--- src/rtl/tmr_pair_pkg.sv ---
package tmr_pair_pkg;
  typedef enum logic {
    SEL_GEN = 1'b0,
    SEL_BUF = 1'b1
  } tmr_sel_e;

  typedef enum logic {
    MODE_CMP = 1'b0,
    MODE_CAP = 1'b1
  } tmr_mode_e;

  localparam int unsigned LANE_W = 8;
endpackage

--- src/rtl/tmr_cap_sync.sv ---
module tmr_cap_sync #(
  parameter int unsigned STAGES = 2
) (
  input  logic clk,
  input  logic rst_n,
  input  logic cap_in,
  output logic cap_rise
);
  logic [STAGES-1:0] sync_q;
  logic              last_q;

  always_ff @(posedge clk or negedge rst_n) begin
    if (!rst_n) begin
      sync_q <= '0;
      last_q <= 1'b0;
    end else begin
      sync_q <= {sync_q[STAGES-2:0], cap_in};
      last_q <= sync_q[STAGES-1];
    end
  end

  assign cap_rise = sync_q[STAGES-1] & ~last_q;

  // the strobe from one edge lasts a single cycle
  p_strobe_single_r7: assert property (@(posedge clk) disable iff (!rst_n)
    cap_rise |=> !cap_rise);
endmodule

--- src/rtl/tmr_match_det.sv ---
module tmr_match_det #(
  parameter int unsigned W = 16
) (
  input  logic         clk,
  input  logic         rst_n,
  input  logic         standby,
  input  logic         mode_cap,
  input  logic [W-1:0] count_in,
  input  logic [W-1:0] gen_q,
  output logic         cmp_evt,
  output logic         match_pulse
);
  import tmr_pair_pkg::*;

  logic hit_c;
  logic hit_d;

  function automatic logic equal_in_mode(input logic m, input logic [W-1:0] a,
                                         input logic [W-1:0] b);
    return (tmr_mode_e'(m) == MODE_CMP) && (a == b);
  endfunction

  assign hit_c   = equal_in_mode(mode_cap, count_in, gen_q);
  assign cmp_evt = hit_c & ~hit_d & ~standby;

  always_ff @(posedge clk or negedge rst_n) begin
    if (!rst_n) begin
      hit_d       <= 1'b0;
      match_pulse <= 1'b0;
    end else begin
      hit_d       <= hit_c;
      match_pulse <= cmp_evt;
    end
  end

  p_match_one_cycle_r4: assert property (@(posedge clk) disable iff (!rst_n)
    match_pulse |=> !match_pulse);
  p_no_match_capture_r4: assert property (@(posedge clk) disable iff (!rst_n)
    mode_cap |=> !match_pulse);
endmodule

--- src/rtl/tmr_pair_regs.sv ---
module tmr_pair_regs #(
  parameter int unsigned W = 16
) (
  input  logic                 clk,
  input  logic                 rst_n,
  input  logic                 standby,
  input  logic                 buf_en,
  input  logic                 cmp_evt,
  input  logic                 cap_evt,
  input  logic [W-1:0]         count_in,
  input  logic                 cpu_wr,
  input  logic                 cpu_sel,
  input  logic [W/8-1:0]       cpu_be,
  input  logic [W-1:0]         cpu_wdata,
  output logic [W-1:0]         gen_q,
  output logic [W-1:0]         buf_q
);
  import tmr_pair_pkg::*;
  localparam int unsigned LANES = W / LANE_W;

  logic wr_gen;
  logic wr_buf;

  function automatic logic [W-1:0] lane_merge(input logic [W-1:0] old_v,
                                              input logic [W-1:0] new_v,
                                              input logic [LANES-1:0] be);
    logic [W-1:0] r;
    r = old_v;
    for (int i = 0; i < LANES; i++) begin
      if (be[i]) r[i*LANE_W +: LANE_W] = new_v[i*LANE_W +: LANE_W];
    end
    return r;
  endfunction

  assign wr_gen = cpu_wr && (tmr_sel_e'(cpu_sel) == SEL_GEN);
  assign wr_buf = cpu_wr && (tmr_sel_e'(cpu_sel) == SEL_BUF);

  always_ff @(posedge clk or negedge rst_n) begin
    if (!rst_n) begin
      gen_q <= '1;
    end else if (standby) begin
      gen_q <= '1;
    end else if (cmp_evt && buf_en) begin
      gen_q <= buf_q;
    end else if (cap_evt) begin
      gen_q <= count_in;
    end else if (wr_gen) begin
      gen_q <= lane_merge(gen_q, cpu_wdata, cpu_be);
    end
  end

  always_ff @(posedge clk or negedge rst_n) begin
    if (!rst_n) begin
      buf_q <= '1;
    end else if (standby) begin
      buf_q <= '1;
    end else if (cap_evt && buf_en) begin
      buf_q <= gen_q;
    end else if (wr_buf) begin
      buf_q <= lane_merge(buf_q, cpu_wdata, cpu_be);
    end
  end

  p_standby_fill_r2: assert property (@(posedge clk) disable iff (!rst_n)
    standby |=> (gen_q == '1) && (buf_q == '1));
  p_cmp_load_r5: assert property (@(posedge clk) disable iff (!rst_n)
    (cmp_evt && buf_en) |=> (gen_q == $past(buf_q)) && (buf_q == $past(buf_q)));
  p_cmp_keep_r6: assert property (@(posedge clk) disable iff (!rst_n)
    (cmp_evt && !buf_en && !cpu_wr) |=> $stable(gen_q) && $stable(buf_q));
  p_cap_load_r7: assert property (@(posedge clk) disable iff (!rst_n)
    cap_evt |=> gen_q == $past(count_in));
  p_cap_shift_r8: assert property (@(posedge clk) disable iff (!rst_n)
    (cap_evt && buf_en) |=> buf_q == $past(gen_q));
  p_cap_keep_r9: assert property (@(posedge clk) disable iff (!rst_n)
    (cap_evt && !buf_en && !cpu_wr) |=> $stable(buf_q));
  p_hw_over_cpu_r10: assert property (@(posedge clk) disable iff (!rst_n)
    (cmp_evt && buf_en && wr_gen) |=> gen_q == $past(buf_q));
endmodule

--- src/rtl/tmr_pair_slice.sv ---
module tmr_pair_slice #(
  parameter int unsigned W = 16,
  parameter int unsigned SYNC_STAGES = 2
) (
  input  logic           clk,
  input  logic           rst_n,
  input  logic           standby,
  input  logic           mode_cap,
  input  logic           buf_en,
  input  logic [W-1:0]   count_in,
  input  logic           cap_in,
  input  logic           cpu_wr,
  input  logic           cpu_sel,
  input  logic [W/8-1:0] cpu_be,
  input  logic [W-1:0]   cpu_wdata,
  output logic [W-1:0]   cpu_rdata,
  output logic           match_pulse
);
  import tmr_pair_pkg::*;

  logic         cap_rise;
  logic         cap_evt;
  logic         cmp_evt;
  logic [W-1:0] gen_q;
  logic [W-1:0] buf_q;

  tmr_cap_sync #(.STAGES(SYNC_STAGES)) u_sync (
    .clk      (clk),
    .rst_n    (rst_n),
    .cap_in   (cap_in),
    .cap_rise (cap_rise)
  );

  assign cap_evt = (tmr_mode_e'(mode_cap) == MODE_CAP) && cap_rise && !standby;

  tmr_match_det #(.W(W)) u_match (
    .clk         (clk),
    .rst_n       (rst_n),
    .standby     (standby),
    .mode_cap    (mode_cap),
    .count_in    (count_in),
    .gen_q       (gen_q),
    .cmp_evt     (cmp_evt),
    .match_pulse (match_pulse)
  );

  tmr_pair_regs #(.W(W)) u_regs (
    .clk       (clk),
    .rst_n     (rst_n),
    .standby   (standby),
    .buf_en    (buf_en),
    .cmp_evt   (cmp_evt),
    .cap_evt   (cap_evt),
    .count_in  (count_in),
    .cpu_wr    (cpu_wr),
    .cpu_sel   (cpu_sel),
    .cpu_be    (cpu_be),
    .cpu_wdata (cpu_wdata),
    .gen_q     (gen_q),
    .buf_q     (buf_q)
  );

  assign cpu_rdata = (tmr_sel_e'(cpu_sel) == SEL_BUF) ? buf_q : gen_q;

  // the two transfer events never coincide
  p_events_exclusive_r4: assert property (@(posedge clk) disable iff (!rst_n)
    !(cmp_evt && cap_evt));
endmodule

--- config.mk ---
export PLATFORM = sky130hd
export DESIGN_NAME = tmr_pair_slice
export DESIGN_NICKNAME = d
export VERILOG_FILES = /design/src/rtl/tmr_pair_pkg.sv /design/src/rtl/tmr_cap_sync.sv /design/src/rtl/tmr_match_det.sv /design/src/rtl/tmr_pair_regs.sv /design/src/rtl/tmr_pair_slice.sv
export SDC_FILE = /design/constraint.sdc
export NUM_CORES = 1
export LEC_CHECK = 0
export ABC_AREA = 1
export BUFFER_PORTS_ARGS = -buffer_cell sky130_fd_sc_hd__buf_2
export CAP_MARGIN = 20
export CORE_ASPECT_RATIO = 1.5
export CORE_UTILIZATION = 55
export CTS_CLUSTER_SIZE = 14
export DETAILED_ROUTE_END_ITERATION = 7
export GPL_TIMING_DRIVEN = 0
export PLACE_DENSITY = 0.76
export SLEW_MARGIN = 10
export SYNTH_ARGS = -nofsm -noshare
export SYNTH_HDL_FRONTEND = slang
export SYNTH_SLANG_ARGS = --single-unit
--- constraint.sdc ---
create_clock -name clk -period 2 [get_ports clk]
set_input_delay 0.3 -clock clk [delete_from_list [all_inputs] [get_ports clk]]
set_output_delay 0.3 -clock clk [all_outputs]
set_load 0.01 [all_outputs]
# == Word level (Yosys, flattened, before mapping) ==
# Cells that the tools add are included.
# word_totals
out_inout_bits,17
wordCells,45
inputBits,42
register_bits,37
# op_classes
reduce_logical,18
bitwise_logic,8
muxes,10
eq_ne,1
# ops
op,count
$mux W16,8
$eq A16 B16 Y1,1
$mux W8,2
$reduce_bool A4 Y1,3
$reduce_bool A3 Y1,3
$reduce_and A2 Y1,4
$logic_and A1 B1 Y1,7
$not A1 Y1,5
$and A1 B1 Y1,3
$logic_not A1 Y1,1

# == Logic depth before layout (Yosys ltp) ==
# Gate-level depths: netlist of run 1.
# depth
ltp_word,7
mapped_depth,14
mapped_depth_nobuf,14

# == Hierarchy ==
# A second synthesis of run 1 with hierarchy kept.
# unflattened
cells_unflattened,503
hier_area_um2,3022.9
# by_module_without_submodules
module,n_inst,seq_area_each_um2,cells_per_inst,area_per_inst_um2
tmr_pair_regs,1,840.8,359,2272.2
tmr_match_det,1,50.0,85,414.1
tmr_pair_slice,1,0.0,54,251.5
tmr_cap_sync,1,75.1,5,85.1

# == Worst setup path after synthesis of run 1 ==
# OpenSTA, ideal clock, no wires.
# synth_timing
path_type,reg-to-reg
start,register u_regs.gen_q[4]
end,register u_regs.gen_q[5]
stages_incl_launch_ff,13
synth_period_minus_slack_ps,1633
slack_ps,367
arrival_time_ps,1558
required_ps,1924
n_path_buf,1
setup_time_ps,76
path_cell_list,dfstp_2 inv_2 nand2_2 nand2_2 nor2_2 nand3_2 nor2_2 nand4_4 buf_6 nand2_1 nand3_1 nand2_1 nand2_1
# synth_between
elab_chain_len,7
# synth_rtl
element,line_no,source
start: declaration,tmr_pair_regs.sv:15,"output logic [W-1:0] gen_q,"
start signal: assignment,tmr_pair_regs.sv:44,gen_q <= buf_q;
start signal: assignment,tmr_pair_regs.sv:46,gen_q <= count_in;
start signal: assignment,tmr_pair_regs.sv:48,"gen_q <= lane_merge(gen_q, cpu_wdata, cpu_be);"
$eq A16 B16 Y1 *,tmr_match_det.sv:20,return (tmr_mode_e'(m) == MODE_CMP) && (a == b);
$logic_and A1 B1 Y1 *,tmr_match_det.sv:20,
$and A1 B1 Y1 * (2 in series),tmr_match_det.sv:24,assign cmp_evt = hit_c & ~hit_d & ~standby;
$logic_and A1 B1 Y1 *,tmr_pair_regs.sv:43,end else if (cmp_evt && buf_en) begin
$reduce_bool A4 Y1 (no line) or $mux W16 (tied branches),--,
$reduce_and A2 Y1 (no line) or $mux W16 (tied branches),--,
# Mark *: on every way between the ends. The rest lies on a longest branch, timed or not.
# A chain may end at the register's enable or synchronous reset.

# == Final worst setup path of run 1 ==
# layout_timing
start,input cpu_sel
end,output cpu_rdata[7]
# layout_between
elab_chain_len,1
# layout_rtl
element,line_no,source
start: declaration,tmr_pair_slice.sv:13,"input logic cpu_sel,"
$mux W16,tmr_pair_slice.sv:63,assign cpu_rdata = (tmr_sel_e'(cpu_sel) == SEL_BUF) ? buf_q : gen_q;
end: declaration,tmr_pair_slice.sv:16,"output logic [W-1:0] cpu_rdata,"
# Every way passes these cells.

==> results of run 1 <==
==> flip-flops by register name, summed over array words and instances, names as in the netlist <==
| name | cells |
|---|---|
| u_regs.gen_q | 16 |
| u_sync.sync_q | 2 |
| u_regs.buf_q | 16 |
| u_sync.last_q | 1 |
| u_match.match_pulse | 1 |
| u_match.hit_d | 1 |
==> layout make-up <==
class	instances	share of cell area, %
plain buffers	18	3.87
clock buffers	8	2.79
inverters	53	6.46
multi-input cells	296	44.9
flip-flops and latches	37	29.9
well taps	66	2.55
repair buffers	60	9.52
==> routing by layer <==
metal  up-vias  part of all wire, %  track usage, %
li1       1438                    -               -
met1      1402                   38            40.2
met2       166                   50            58.1
met3        37                  7.9            5.41
met4         0                  4.0            19.7
met5         -                    0               0
==> worst max path at each step <==
stage,start,endpoint,slack (ns),depth (start not counted)
2_1_floorplan,u_regs.gen_q[4],u_regs.gen_q[5],0.37,12
3_5_place_dp,cpu_sel,cpu_rdata[14],0.03,5
4_1_cts,cpu_sel,cpu_rdata[14],0.03,5
3_3_place_gp,cpu_sel,cpu_rdata[9],0.06,5
6_report,cpu_sel,cpu_rdata[7],0.16,6
5_1_grt,u_regs.gen_q[7],u_regs.gen_q[5],0.0006,13
==> power groups by stage <==
stage	sequential [uW]	combinational (uW)	clock [uW]
6_report	973	577	555
5_1_grt	983	645	592
4_1_cts	971	573	563
3_5_place_dp	982	571	0
3_3_place_gp	980	558	0
2_1_floorplan	957	379	0
==> logic make-up (layout without fill, tap and decap cells) <==
kind of cell,after synthesis,in the layout,synth area share (%)
flip-flops,37,37,35.2
XOR/XNOR,2,2,0.638
AO/OA/AOI/OAI,69,69,13.6
buffers and inverters,71,139,12.1
AND/OR/NAND/NOR,225,225,38.5
==> cells in the final DEF (no fill, tap or decap), drive strengths merged <==
master / count
a211oi: 1
a21oi: 1
buf: 69
clkbuf: 17
clkinv: 2
dfrtp: 5
dfstp: 32
inv: 51
nand2: 154
nand3: 36
nand4: 19
nor2: 14
nor3: 1
nor4: 1
o21ai: 65
o221ai: 2
xor2: 2
==> critical path, stage by stage <==
cell,delay (ns)
buf_2,0.08
clkbuf_1,0.41
clkbuf_2,0.39
nand2_1,0.09
o21ai_0,0.10
buf_2,0.17
==> per-stage QoR <==
step / util, % / hold slack, ns / setup WS, ns / instances
6_report: 67.2 / 0.108 / 0.156 / 538
5_1_grt: 67.2 / 0.109 / 0.000646 / 538
4_1_cts: 66.6 / 0.102 / 0.0342 / 535
3_5_place_dp: 64.8 / 0.342 / 0.0332 / 527
3_3_place_gp: 64.8 / 0.333 / 0.0553 / 527
2_1_floorplan: - / 0.00441 / 0.367 / 404
==> timing repair <==
action | 4_1_cts | 5_1_grt
resized for setup | 0 | 5
hold buffers | 0 | 0
setup endpoints to repair | 0 | 34
setup buffers | 0 | 3
==> summary.md, run 1 <==
| Metric | Value |
|---|---|
| Outcome | `finished clean` |
| Initial DRT Pass Iterations | `6` |
| Period utilization | `92.2%` |
| Slew @ Worst Pin | `0.860 ns` |
| Post-synth top area share | `30.6%` |
| Total CTS buffers | `5` |
| Count of flip-flops with a built-in enable after synthesis | `0` |
| Routed Antenna Nets | `0` |
| Die Wd | `about 60 um` |
| Most common cell in the netlist | `nand2_1` |
| Syn. warnings | `0` |
| Setup_tns | `0 ns` |
| Clk buf depth | `2` |
| Reg2reg path depth | `13` |
| R2r setup slk | `~0.17 ns` |
| Worst Hold End | `u_sync.sync_q[0]` |
| Achievable Freq | `0.542 GHz` |
| DR WL/cell | `15.8 um` |
| Reg2reg start | `u_regs.gen_q[7]` |
| Area growth, synth to finish | `17.7%` |
| FF+latch area | `roughly 970 um^2` |
| CORE AREA | `0.00481 mm^2` |
| Pwr dens | `651 mW/mm^2` |
| Design Area, Final | `0.00323 mm^2` |
| Register area share after synthesis | `between 30% and 40%` |
| DP Wirelength | `5910 um` |
| Die height | `88.6 um` |
| Sequential share of power | `46.2%` |
| Vias in the first global route | `2,913` |
| Global-route wire length before repair | `13,300 um` |
| # nets final | `a little over 500` |
| Min Tclk post-route | `around 1.8 ns` |
| Hold depth | `1` |
| FILL cells | `roughly 460` |
| Leading area contributor after synthesis | `dfstp_2` |
| Switch Pwr | `725 uW` |
| Clock network fraction of total power | `26.4%` |
| Cell Area, Synth | `approximately 0.0027 mm^2` |
| Async SR Flop Fraction | `100%` |
| I/O pin total | `59` |
| DRC | `0` |
| Final Skew | `roughly 0.0060 ns` |
| CTS tree | `done` |
| Final Hold Fails | `0` |
| Num rows | `31` |
| Top cells by area, synth | `dfstp_2 31%, nand2_1 19%, o21ai_0 11%, nand3_1 6.0%, inv_1 5.2%` |
| Gpl congestion | `0.895` |
| Top cells by count, synth | `142 x nand2_1, 63 x o21ai_0, 38 x inv_1` |
| Hold path startpoint | `cap_in` |
| Starting Density | `57.1%` |
| Reg-to-reg endpoint | `u_regs.gen_q[14]` |
| Initial antenna violation count | `0` |
| Top FF cell, synth | `dfstp_2` |
| Share of cells above drive strength 1 | `33.3%` |
| RSZ-0062 raised after global routing | `no` |
| GRT overflow | `0` |
| Via Count | `3,043` |
| Internal Power | `1380 uW` |
| 1st-iter DRT viols | `244` |
| Logic gate share of total power | `27.4%` |
| Slew HR | `42.7%` |
| Die area | `0.00529 mm^2` |
| Max IR drop VDD | `0.431 mV` |
| Area of the multi-input gates | `0.00145 mm^2` |
| Post-synthesis register bit count | `37` |
| Required time worst endpoint | `roughly 1.7 ns` |
| Max Slew Vio Count | `0` |
| Worst setup SP type | `input port` |
| LEAKAGE | `roughly 0.0017 uW` |
| Crit Path Class | `input port to output pin` |
| Syn Nets | `446` |
| Port bufs | `57` |
| CTS clk-pin slew, worst paths | `0.08 ns` |
| H-Tree Depth | `2` |
| CP max FO | `10` |
| Detailed Route WL | `~8500 um` |
| Largest net degree at the start of global routing | `38` |
| CP arrival | `1.54 ns` |
| Clk sinks | `37` |
| Clock Latency Late Sink | `0.29 ns` |
| Setup violators final | `0` |
| Mean post-synth cell area | `~6.8 um^2` |
| Placed inst area | `0.00312 mm^2` |
| Critical Path Sink Type | `output pin` |
| CTS root buf | `clkbuf_8` |
| # diodes | `0` |
| Vias/cell | `5.66` |
| Worst min path class | `input port to flop` |
| Max Cap Viol | `0` |
| Syn Inst Count | `404` |
| Sw Share | `34.4%` |
| Unique masters post-synth | `30` |
| Final Total Pwr | `2110 uW` |
| All-Layer GR Usage | `34.3%` |
No activity file was read; power rests on OpenSTA's default activity.
==> run 2, diff against run 1 <==
--- a/config.mk
+++ b/config.mk
@@ -9,11 +9,11 @@
 export BUFFER_PORTS_ARGS = -buffer_cell sky130_fd_sc_hd__buf_2
 export CAP_MARGIN = 20
 export CORE_ASPECT_RATIO = 1.5
-export CORE_UTILIZATION = 55
+export CORE_UTILIZATION = 52
 export CTS_CLUSTER_SIZE = 14
 export DETAILED_ROUTE_END_ITERATION = 7
 export GPL_TIMING_DRIVEN = 0
-export PLACE_DENSITY = 0.76
+export PLACE_DENSITY = 0.73
 export SLEW_MARGIN = 10
 export SYNTH_ARGS = -nofsm -noshare
 export SYNTH_HDL_FRONTEND = slang
==> run 2 against run 1 <==
Compared with the run above:
- cell area down 0.15%
- critical path type is now flop to flop
- critical endpoint is now u_regs.gen_q[4]
- wire length fell by 1.2%
- clock skew is 0.0025 ns lower
==> summary.md, run 2 (synthesis gave the netlist of run 1 again) <==
| Metric | Value |
|---|---|
| I/O pin total | `59` |
| Outcome | `finished clean` |
| Global-route wire length before repair | `approximately 14,000 um` |
| Die area | `around 0.0056 mm^2` |
| CTS root buf | `clkbuf_8` |
| RSZ-0062 raised after global routing | `no` |
| Setup WS post-layout | `approximately 0.18 ns` |
| 1st-iter DRT viols | `229` |
| Clk sinks | `37` |
| H-Tree Depth | `2` |
| Critical Path Sink Type | `flop` |
| DR WL/cell | `15.5 um` |
| Critical path buffers and inverters | `2` |
| CORE AREA | `0.00512 mm^2` |
| Pwr dens | `641 mW/mm^2` |
| Crit-path leading delay family | `simple AND/OR/NAND/NOR gates` |
| CP arrival | `a little over 2 ns` |
| Num rows | `32` |
| Period utilization | `91.0%` |
| Share of cells above drive strength 1 | `around a third` |
| DRC | `0` |
| Area growth, synth to finish | `17.5%` |
| Die height | `91.0 um` |
| LEAKAGE | `0.00171 uW` |
| All-Layer GR Usage | `33.2%` |
| Clock Latency Late Sink | `0.29 ns` |
| CTS clk-pin slew, worst paths | `0.08 ns` |
| Max IR drop VDD | `roughly 0.65 mV` |
| FF+latch area | `966 um^2` |
| Critical-path cell list | `inv_2 -> nand2_2 -> o21ai_2 -> nor2_2 -> nand3_2 -> nor2_2 -> nand4_4 -> nand2_4 -> nand2_4 -> clkinv_4 -> nand2_1 -> nand2_1` |
| Logic gate share of total power | `approximately 28%` |
| Area of the multi-input gates | `0.00145 mm^2` |
| Port bufs | `57` |
| Final Skew | `0.00345 ns` |
| Gpl congestion | `0.922` |
| Min Tclk post-route | `1.82 ns` |
| Sw Share | `35.4%` |
| DP Wirelength | `5940 um` |
| Max Slew Vio Count | `0` |
| Leading registers by flop count | `u_regs.buf_q (16), u_regs.gen_q (16), u_sync.sync_q (2)` |
| Slew @ Worst Pin | `0.852 ns` |
| Crit Path Class | `flop to flop` |
| Initial DRT Pass Iterations | `5` |
| Vias in the first global route | `roughly 2,800` |
| Vias/cell | `around 5.5` |
| Crit path max-delay cell type | `dfstp_2` |
| Final core occ | `63.0%` |
| Most frequent cells in the layout | `142 x nand2_1, 63 x o21ai_0, 60 x buf_2` |
| Pre-CTS setup slack | `0.0511 ns` |
| Largest net degree at the start of global routing | `38` |
| Starting Density | `53.6%` |
| Die Wd | `around 61 um` |
| Initial antenna violation count | `0` |
| Worst setup SP type | `flop` |
| Required time worst endpoint | `around 2.2 ns` |
| # nets final | `514` |
| GRT overflow | `0` |
| Clk buf depth | `2` |
| FILL cells | `506` |
| Internal Power | `~1300 uW` |
| # diodes | `0` |
| Crit-path max cell delay | `0.57 ns` |
| Sequential share of power | `47.0%` |
| Setup violators final | `0` |
| Via Count | `2,984` |
| Total CTS buffers | `5` |
| CP max FO | `9` |
| CTS tree | `done` |
| Worst min path class | `input port to flop` |
| Most common cell after layout, fill and taps aside | `nand2_1` |
| Detailed Route WL | `8390 um` |
| Setup_tns | `0 ns` |
| Routed Antenna Nets | `0` |
| Slew HR | `between 40% and 50%` |
| Achievable Freq | `0.550 GHz` |
| Switch Pwr | `731 uW` |
| Max Cap Viol | `0` |
| Final Hold Fails | `0` |
| Clock network fraction of total power | `25.2%` |
run 2: cell count changes in the layout (fill, tap and decap cells not counted):
| cell | delta |
|---|---|
| nor2_2 | -1 |
| clkbuf_1 | -1 |
| clkinv_2 | +1 |
| clkbuf_8 | -1 |
| nor2_1 | +1 |
| buf_4 | +1 |
run 2: path summary, 6_finish.rpt:
path	depth (start not counted)	slack, ns	from	endpoint
max	12	0.18	u_regs.gen_q[3]	u_regs.gen_q[4]
min	1	0.11	cap_in	u_sync.sync_q[0]
max reg2reg	12	0.18	u_regs.gen_q[3]	u_regs.gen_q[4]
min reg2reg	0	0.35	u_sync.sync_q[0]	u_sync.sync_q[1]
max in group asynchronous	1	1.35	rst_n	u_match.match_pulse
min in group asynchronous	1	0.12	rst_n	u_match.hit_d
run 2: layer usage:
layer,vias up,global-route usage [%],wire [um]
li1,1437,-,-
met1,1377,41.9,3290
met2,141,54.6,4210
met3,29,4.27,552
met4,0,15.2,338
met5,-,0,0
run 2: metrics by stage:
step | instances | power, uW | hold WS, ns | instance area (um^2)
after floorplan | 404 | 1340 | 0.00441 | 2750
after global placement | 529 | 1540 | 0.332 | 3120
after detailed placement | 529 | 1550 | 0.336 | 3120
after CTS | 536 | 2070 | 0.105 | 3200
after global routing | 540 | 2190 | 0.105 | 3230
final | 540 | 2070 | 0.107 | 3230
run 2: timing repair:
action,CTS,global route
hold buffers,0,0
gates resized for setup,0,4
setup endpoints to repair,0,29
setup buffers,0,4
run 2: cell type report:
class | instances | share of cell area (%)
Tap cell | 68 | 2.64
Multi-Input combinational cell | 296 | 44.9
Sequential cell | 37 | 29.9
Clock buffer | 6 | 2.25
Clock inverter | 1 | 0.155
Timing Repair Buffer | 61 | 9.77
Inverter | 53 | 6.47
Buffer | 18 | 3.88
run 2: power by group through the flow:
stage,Combinational (uW),Sequential [uW],Clock (uW)
6_report,574,972,522
5_1_grt,654,985,549
4_1_cts,574,970,523
3_5_place_dp,572,982,0
3_3_place_gp,559,980,0
2_1_floorplan,379,957,0
run 2: worst reg2reg max path, stage by stage (launching register included):
cell,delay [ns]
dfstp_2,0.57
inv_2,0.05
nand2_2,0.05
o21ai_2,0.05
nor2_2,0.12
nand3_2,0.10
nor2_2,0.16
nand4_4,0.16
nand2_4,0.14
nand2_4,0.12
clkinv_4,0.11
nand2_1,0.07
nand2_1,0.06
